File: src/rtl/spa_pkg.sv
// Package: shared constants and types for the packed offset adder.
// Assumes a word is a whole number of 8-bit bytes.
package spa_pkg;
    localparam int WORD_W = 32;
    localparam int BYTE_W = 8;

    // Lane width selector as seen on the wide_mode pin.
    typedef enum logic {
        ELEM_8  = 1'b0,
        ELEM_16 = 1'b1
    } elem_w_e;
endpackage

File: src/rtl/spa_offset_resolver.sv
// Module: turns the element offset into a byte shift for the window.
// Assumes 16-bit elements are two bytes; only the low offset bit is used
// for them, and non-packed operation forces the shift to zero.
module spa_offset_resolver
    import spa_pkg::*;
#(
    parameter int NUM_BYTES = 4,
    localparam int SHIFT_W  = $clog2(NUM_BYTES)
) (
    input  elem_w_e            width_sel,
    input  logic               unpacked,
    input  logic [SHIFT_W-1:0] lane_shift,
    output logic [SHIFT_W-1:0] byte_shift
);
    // Purpose: pick the byte distance from width and offset.
    always_comb begin
        if (unpacked) begin
            byte_shift = '0;
        end else if (width_sel == ELEM_16) begin
            byte_shift = {lane_shift[0], 1'b0};
        end else begin
            byte_shift = lane_shift;
        end
    end
endmodule

File: src/rtl/spa_window_shifter.sv
// Module: byte funnel shifter over two adjacent words.
// Output byte b is byte b+shift of {hi,lo}; assumes shift < NUM_BYTES.
module spa_window_shifter
    import spa_pkg::*;
#(
    parameter int NUM_BYTES = 4,
    localparam int SHIFT_W  = $clog2(NUM_BYTES),
    localparam int W        = NUM_BYTES * BYTE_W
) (
    input  logic [W-1:0]       lo_word,
    input  logic [W-1:0]       hi_word,
    input  logic [SHIFT_W-1:0] byte_shift,
    output logic [W-1:0]       window
);
    logic [BYTE_W-1:0] cat_bytes [2*NUM_BYTES];

    // Purpose: split the concatenated pair into bytes, low word first.
    always_comb begin
        for (int j = 0; j < NUM_BYTES; j++) begin
            cat_bytes[j]             = lo_word[j*BYTE_W +: BYTE_W];
            cat_bytes[j + NUM_BYTES] = hi_word[j*BYTE_W +: BYTE_W];
        end
    end

    for (genvar b = 0; b < NUM_BYTES; b++) begin : g_byte
        logic [SHIFT_W:0] src_idx;
        // Purpose: choose the source byte for output byte b.
        always_comb begin
            src_idx = (SHIFT_W+1)'(b) + {1'b0, byte_shift};
            window[b*BYTE_W +: BYTE_W] = cat_bytes[src_idx];
        end
    end
endmodule

File: src/rtl/spa_lane_adder.sv
// Module: byte-sliced adder whose carries link bytes only inside a lane.
// Assumes lanes of one or two bytes; carry into the odd byte of each
// pair is enabled in 16-bit mode only.
module spa_lane_adder
    import spa_pkg::*;
#(
    parameter int NUM_BYTES = 4,
    localparam int W        = NUM_BYTES * BYTE_W
) (
    input  elem_w_e      width_sel,
    input  logic [W-1:0] op_a,
    input  logic [W-1:0] op_b,
    output logic [W-1:0] sum
);
    logic [NUM_BYTES-1:0] carry_out;
    logic [NUM_BYTES-1:0] carry_in;

    for (genvar b = 0; b < NUM_BYTES; b++) begin : g_slice
        logic [BYTE_W:0] part;
        if (b % 2 == 1) begin : g_link
            // Purpose: pass the low byte's carry within a 16-bit lane.
            always_comb carry_in[b] = (width_sel == ELEM_16) & carry_out[b-1];
        end else begin : g_break
            // Purpose: even bytes start a lane and take no carry.
            always_comb carry_in[b] = 1'b0;
        end
        // Purpose: add one byte slice and expose its carry.
        always_comb begin
            part = {1'b0, op_a[b*BYTE_W +: BYTE_W]}
                 + {1'b0, op_b[b*BYTE_W +: BYTE_W]}
                 + {{BYTE_W{1'b0}}, carry_in[b]};
            sum[b*BYTE_W +: BYTE_W] = part[BYTE_W-1:0];
            carry_out[b] = part[BYTE_W];
        end
    end
endmodule

File: src/rtl/packed_offset_adder.sv
// Module: top of the packed adder with element offset on operand A.
// Resolves the offset, shifts the two-word window, adds lane-wise and
// registers the result with one cycle of latency. Synchronous active-low reset.
module packed_offset_adder
    import spa_pkg::*;
#(
    parameter int DATA_W   = WORD_W,
    localparam int NUM_BYTES = DATA_W / BYTE_W,
    localparam int SHIFT_W   = $clog2(NUM_BYTES)
) (
    input  logic               clk,
    input  logic               rst_n,
    input  logic               in_valid,
    input  logic [DATA_W-1:0]  lo_word,
    input  logic [DATA_W-1:0]  hi_word,
    input  logic [DATA_W-1:0]  addend,
    input  logic               wide_mode,
    input  logic               unpacked,
    input  logic [SHIFT_W-1:0] lane_shift,
    output logic               out_valid,
    output logic [DATA_W-1:0]  sum_word
);
    elem_w_e            width_sel;
    logic [SHIFT_W-1:0] byte_shift;
    logic [DATA_W-1:0]  window;
    logic [DATA_W-1:0]  lane_sum;

    // Purpose: map the width pin onto the shared enum.
    always_comb width_sel = elem_w_e'(wide_mode);

    spa_offset_resolver #(.NUM_BYTES(NUM_BYTES)) u_resolve (
        .width_sel  (width_sel),
        .unpacked   (unpacked),
        .lane_shift (lane_shift),
        .byte_shift (byte_shift)
    );

    spa_window_shifter #(.NUM_BYTES(NUM_BYTES)) u_shift (
        .lo_word    (lo_word),
        .hi_word    (hi_word),
        .byte_shift (byte_shift),
        .window     (window)
    );

    spa_lane_adder #(.NUM_BYTES(NUM_BYTES)) u_add (
        .width_sel (width_sel),
        .op_a      (window),
        .op_b      (addend),
        .sum       (lane_sum)
    );

    // Purpose: register the result and echo the valid strobe.
    always_ff @(posedge clk) begin
        if (!rst_n) begin
            out_valid <= 1'b0;
            sum_word  <= '0;
        end else begin
            out_valid <= in_valid;
            if (in_valid) begin
                sum_word <= lane_sum;
            end
        end
    end
endmodule

File: config.mk
export PLATFORM = sky130hd
export DESIGN_NAME = packed_offset_adder
export DESIGN_NICKNAME = d
export VERILOG_FILES = /design/src/rtl/spa_pkg.sv /design/src/rtl/spa_offset_resolver.sv /design/src/rtl/spa_window_shifter.sv /design/src/rtl/spa_lane_adder.sv /design/src/rtl/packed_offset_adder.sv
export SDC_FILE = /design/constraint.sdc
export NUM_CORES = 1
export LEC_CHECK = 0
export BUFFER_PORTS_ARGS = -buffer_cell sky130_fd_sc_hd__buf_4
export CAP_MARGIN = 20
export CORE_MARGIN = 10
export CORE_UTILIZATION = 50
export CTS_CLUSTER_DIAMETER = 100
export DETAILED_ROUTE_END_ITERATION = 7
export PLACE_DENSITY = 0.8
export SKIP_CTS_REPAIR_TIMING = 1
export SYNTH_ARGS = -nofsm -noshare
export SYNTH_HDL_FRONTEND = slang
export SYNTH_HIERARCHICAL = 1
export SYNTH_SLANG_ARGS = --single-unit
File: constraint.sdc
create_clock -name clk -period 15.4 [get_ports clk]
set_clock_uncertainty 0.1 [all_clocks]
set_input_delay 2.31 -clock clk [delete_from_list [all_inputs] [get_ports clk]]
set_output_delay 2.31 -clock clk [all_outputs]
set_load 0.01 [all_outputs]
==> results.toml, run 1 <==
[synth]
synth_flop_cell = "dfxtp_1"
ys_seq_area_share_pct = 17.3
synth-async-reset-ratio_pct = 0
synth_edf_count = 0
syn_area_per_cell_um2 = 11.4
synth.most_common_cell = "nor2b_1"
netlist_instances = 334
syn_area_mm2 = 0.00382
synth_top_cell_by_area = "mux4_2"
yosys_warnings = 6
syn-num-nets = 473
yosysUniqueCellTypes = 42
synth_commonest_cells = "nor2b_1, dfxtp_1, mux2i_1, mux4_2"
yosys.area.top_type_share_pct = 19.5
synth_area_leaders = "mux4_2, dfxtp_1, mux2_4, ha_1, mux2i_1"
synth_seq_cells = 33

[route]
dr.pass1.iters = 4
wl_per_cell_um = 20.6
drc = 0
ant_nets = 0
avgViaCountPerCell = 5.88
vias = 3291
wirelength_um = 11500
drtIter0Drc = 308

[floorplanning]
die_area_mm2 = 0.0115
rows = 31
die_w_um = 107
initial_core_util_pct = 52.1
die_h_um = 107
core-area_mm2 = 0.00733
io-pin-count = 136

[clock_tree]
cts-root-buf = "clkbuf_8"
numCtsBuffers = 5
cts_tree = "yes"
cts.clk_slew.worst_paths_ps = 70
cts_sinks = 33
htreeDepth = 2
clock_latency_ps = 290
clockBufferDepth = 2

[layout]
fin_util_pct = 67.3
drive_above_1_share_pct = 46.4
syn2layout_area_growth_pct = 29.2
antennaDiodeCount = 0
fin_nets = 599
fillCellCount = 575
final_area_mm2 = 0.00493

[grt]
grt_max_degree = 51
antenna_found_initial = 0
grt.total_usage_pct = 19.6
grt.overflow.total = 0
grt_pass1_wl_um = 17900
grt_pass1_vias = 3455

[setup_path]
cp.arrival_ps = 7030
cpPeakStageDelay_ps = 630
crit_path_top_delay_cell = "buf_4"
crit_path_max_fanout = 50
start_kind = "input pin"
required_ps = 15530
worst-setup-path-type = "input pin to register"
path_cells = "buf_4 > nor3b_2 > buf_4 > mux4_2 > ha_1 > fa_1 > a211oi_1 > nor2_1 > o31ai_1 > a21oi_1 > fa_1 > fa_1 > a21oi_1 > o211ai_1 > a21oi_1 > xnor2_1 > mux2i_1 > nor2b_1"
endpoint_kind = "register"

[sta]
min_period_ps = 6900
rsz0062_at_grt = "no"
fin_setup_tns_ps = 0
slew_headroom_pct = 41.5
hold_viol = 0
fin_crit_sh_pct = 44.8
fmax_mhz = 145
setup_viol = 0
slew_viol_final = 0
worstMarginPinSlew_ps = 877

[outcome]
outcome = "completed"

[place]
routabilityCongestion = 0.927
io_buffer_count = 135
dp_hpwl_um = 9570
placed_area_mm2 = 0.00482

[pwr]
ir_worst_vdd_mv = 0.0403
p_total_uw = 404
p_per_area_mw_per_mm2 = 81.8
p_leak_nw = 2.22

[run]
maxCapViolCount = 0

[hold_path]
hp-class = "register to register"
## power by group
part	switching (mW)	internal [mW]	total (mW)
clock network	0.0351	0.0528	0.0879
registers	0.00705	0.0988	0.106
logic	0.0971	0.113	0.210
total	0.139	0.264	0.404
## logic make-up after synthesis
family	share of synthesized area, %
multiplexers	40.6
AND/OR/NAND/NOR	9.51
AO/OA/AOI/OAI	9.44
adder cells (fa/ha/maj)	13.0
flip-flops	17.3
buffers and inverters	5.11
XOR/XNOR	5.05
## worst paths after layout
check        slack, ps           end  cells after the start         start
max reg2reg      14650   sum_word[6]                      2   sum_word[6]
max               8500  sum_word[14]                     18     wide_mode
min reg2reg        430  sum_word[22]                      2  sum_word[22]
min                430  sum_word[22]                      2  sum_word[22]
## per-layer routing
metal | part of all wire, % | GRT usage, % | up-vias
li1 | - | - | 1518
met1 | 39 | 23.1 | 1582
met2 | 49 | 33.3 | 170
met3 | 8.8 | 5.45 | 21
met4 | 2.5 | 6.97 | 0
met5 | 0 | 0 | -
## flip-flops by register name (all words and copies together) (netlist names)
signal     cells
sum_word      32
out_valid      1
## cell usage in the layout (no fill, tap or decap), drive strengths merged, types with 2 or more instances in the layout
master,n
mux2,30
a21o,3
nor2,12
o21bai,5
mux4,34
nor3b,2
nor2b,36
dfxtp,33
o211ai,2
clkbuf,7
nor3,3
fa,6
ha,30
o41ai,2
a211oi,4
a21oi,18
inv,9
buf,137
o21a,2
mux2i,33
nand3,4
nand2,6
xnor2,15
o21ai,9
xor2,7
## through the flow
stage	instances	hold WS [ps]	setup WS (ps)
2_1_floorplan	334	438	8690
3_3_place_gp	552	397	8510
3_5_place_dp	552	410	8370
4_1_cts	560	428	8590
5_1_grt	560	457	8260
6_report	560	425	8500
## layout make-up
cell class	count	area, um^2	area share, %
Multi-Input combinational cell	274	2970	60.2
Timing Repair Buffer	137	1030	20.9
Sequential cell	33	661	13.4
Tap cell	99	124	2.51
Clock buffer	7	86.3	1.75
Inverter	9	33.8	0.685
Clock inverter	1	30.0	0.609
## critical path: cells and delay by family
family / cells / cell delay [ps]
muxes: 2 / 510
buffers and inverters: 2 / 760
and+or+nand+nor: 3 / 400
xor gates and xnor gates: 1 / 130
AOI/OAI and AO/OA: 6 / 1290
adders and majority gates: 4 / 1580
(Power assumes the default switching activity.)
==> run 2, diff against run 1 <==
--- a/config.mk
+++ b/config.mk
@@ -8,10 +8,10 @@
 export BUFFER_PORTS_ARGS = -buffer_cell sky130_fd_sc_hd__buf_4
 export CAP_MARGIN = 20
 export CORE_MARGIN = 10
-export CORE_UTILIZATION = 50
+export CORE_UTILIZATION = 46
 export CTS_CLUSTER_DIAMETER = 100
 export DETAILED_ROUTE_END_ITERATION = 7
-export PLACE_DENSITY = 0.8
+export PLACE_DENSITY = 0.78
 export SKIP_CTS_REPAIR_TIMING = 1
 export SYNTH_ARGS = -nofsm -noshare
 export SYNTH_HDL_FRONTEND = slang
==> constraint.sdc (replaced) <==
create_clock -name clk -period 5.6 [get_ports clk]
set_clock_uncertainty 0.1 [all_clocks]
set_input_delay 0.84 -clock clk [delete_from_list [all_inputs] [get_ports clk]]
set_output_delay 0.84 -clock clk [all_outputs]
set_load 0.01 [all_outputs]
==> results.toml, run 2 (synthesis results as in run 1) <==
[floorplanning]
rows = 33
core-area_mm2 = 0.00813
die_w_um = 111
die_area_mm2 = 0.0123
die_h_um = 111
io-pin-count = 136
initial_core_util_pct = 46.9

[sta]
fin_ws_ps = 515
hold_viol = 0
worstMarginPinSlew_ps = 547
hold_ws_ps = 423
slew_viol_final = 0
fin_crit_sh_pct = 90.8
rsz0062_at_grt = "no"
setup_viol = 0
min_period_ps = 5080
slew_headroom_pct = 63.5
fin_setup_tns_ps = 0
fmax_mhz = 197

[place]
routabilityCongestion = 0.949
io_buffer_count = 135
pre_cts_ws_ps = 294
dp_hpwl_um = 9890
dp.cells = 561
placed_area_mm2 = 0.00486

[layout]
largestRegisters = "sum_word: 32 flops, out_valid: 1 flops"
instances_no_fill = 569
largest-register = "sum_word"
multi_input_area_mm2 = 0.00297
syn2layout_area_growth_pct = 30.3
ff_latch_area_um2 = 661
antennaDiodeCount = 0
final_area_mm2 = 0.00497
fin_util_pct = 61.2
layout_common_cells = "buf_4, nor2b_1, mux2i_1, dfxtp_1, mux4_2"
fillCellCount = 674
drive_above_1_share_pct = 46.8
fin_nets = 602
layout_commonest_cell = "buf_4"
largest_reg_flops = 32

[setup_path]
crit_path_top_delay_cell = "mux4_2"
path_delay_family = "adder cells"
critPathBufInv = 2
worst-setup-path-type = "input pin to register"
crit_path_max_fanout = 16
cp.arrival_ps = 5210
start_kind = "input pin"
endpoint_kind = "register"
path_cells = "buf_4 > mux2i_1 > nor2_2 > buf_4 > mux4_2 > ha_1 > a211oi_1 > nor2_1 > o31ai_1 > a21oi_1 > fa_1 > fa_1 > a21oi_1 > o211ai_1 > a21oi_1 > xnor2_1 > mux2i_1 > nor2b_1"
critical_path.most_common_cell = "a21oi_1"
cpPeakStageDelay_ps = 540
required_ps = 5720

[route]
drc = 0
avgViaCountPerCell = 5.64
vias = 3210
wl_per_cell_um = 20.3
drtIter0Drc = 177
wirelength_um = 11600
ant_nets = 0
dr.pass1.iters = 4

[pwr]
ir_worst_vdd_mv = 0.0981
p_per_area_mw_per_mm2 = 222
p_leak_nw = 2.24
p_total_mw = 1.10

[clock_tree]
clock_latency_ps = 290
cts.clk_slew.worst_paths_ps = 70
cts_sinks = 33
cts-root-buf = "clkbuf_8"
cts_tree = "yes"
numCtsBuffers = 5
htreeDepth = 2
clockBufferDepth = 2

[grt]
antenna_found_initial = 0
grt_pass1_vias = 3490
grt_max_degree = 34
grt_pass1_wl_um = 17900
grt.overflow.total = 0
grt.total_usage_pct = 17.7

[hold_path]
hp-class = "register to register"

[outcome]
outcome = "completed"

[run]
maxCapViolCount = 0
[run 2: cell types whose count changed in the layout (fill, tap and decap cells not counted)]
cell | before | now
buf_4 | 137 | 139
buf_12 | 0 | 1
[run 2: path summary, 6_finish.rpt]
check	to	depth (start not counted)	startpoint	slack (ps)
setup / recovery	sum_word[14]	18	wide_mode	520
hold / removal	sum_word[6]	2	sum_word[6]	420
hold reg to reg	sum_word[6]	2	sum_word[6]	420
setup reg to reg	sum_word[14]	2	sum_word[14]	4840
[run 2: layout make-up]
cell class / count / area share [%]
sequential: 33 / 13.3
inverter: 9 / 0.679
clock inverter: 1 / 0.604
multi-input combinational: 274 / 59.7
clock buffer: 7 / 1.74
tap: 105 / 2.64
timing repair buffer: 140 / 21.4
[run 2: power by group]
| part | total, mW | leakage, nW | switching [mW] | internal, mW |
|---|---|---|---|---|
| sequential | 0.291 | 0.273 | 0.0196 | 0.272 |
| clock | 0.238 | 0.0585 | 0.0932 | 0.145 |
| combinational | 0.574 | 1.91 | 0.264 | 0.310 |
| total | 1.10 | 2.24 | 0.377 | 0.727 |
[run 2: layer usage]
| layer | vias up | track usage (%) | share of wire, % |
|---|---|---|---|
| met2 | 130 | 30.4 | 50 |
| met5 | - | 0 | 0 |
| met1 | 1541 | 20.7 | 39 |
| li1 | 1527 | - | - |
| met4 | 0 | 5.40 | 1.8 |
| met3 | 12 | 5.25 | 8.9 |
[run 2: worst reg2reg max path, stage by stage, from the launching register on]
cell and delay, ps:
dfxtp_1 360, mux2i_1 80, nor2b_1 150
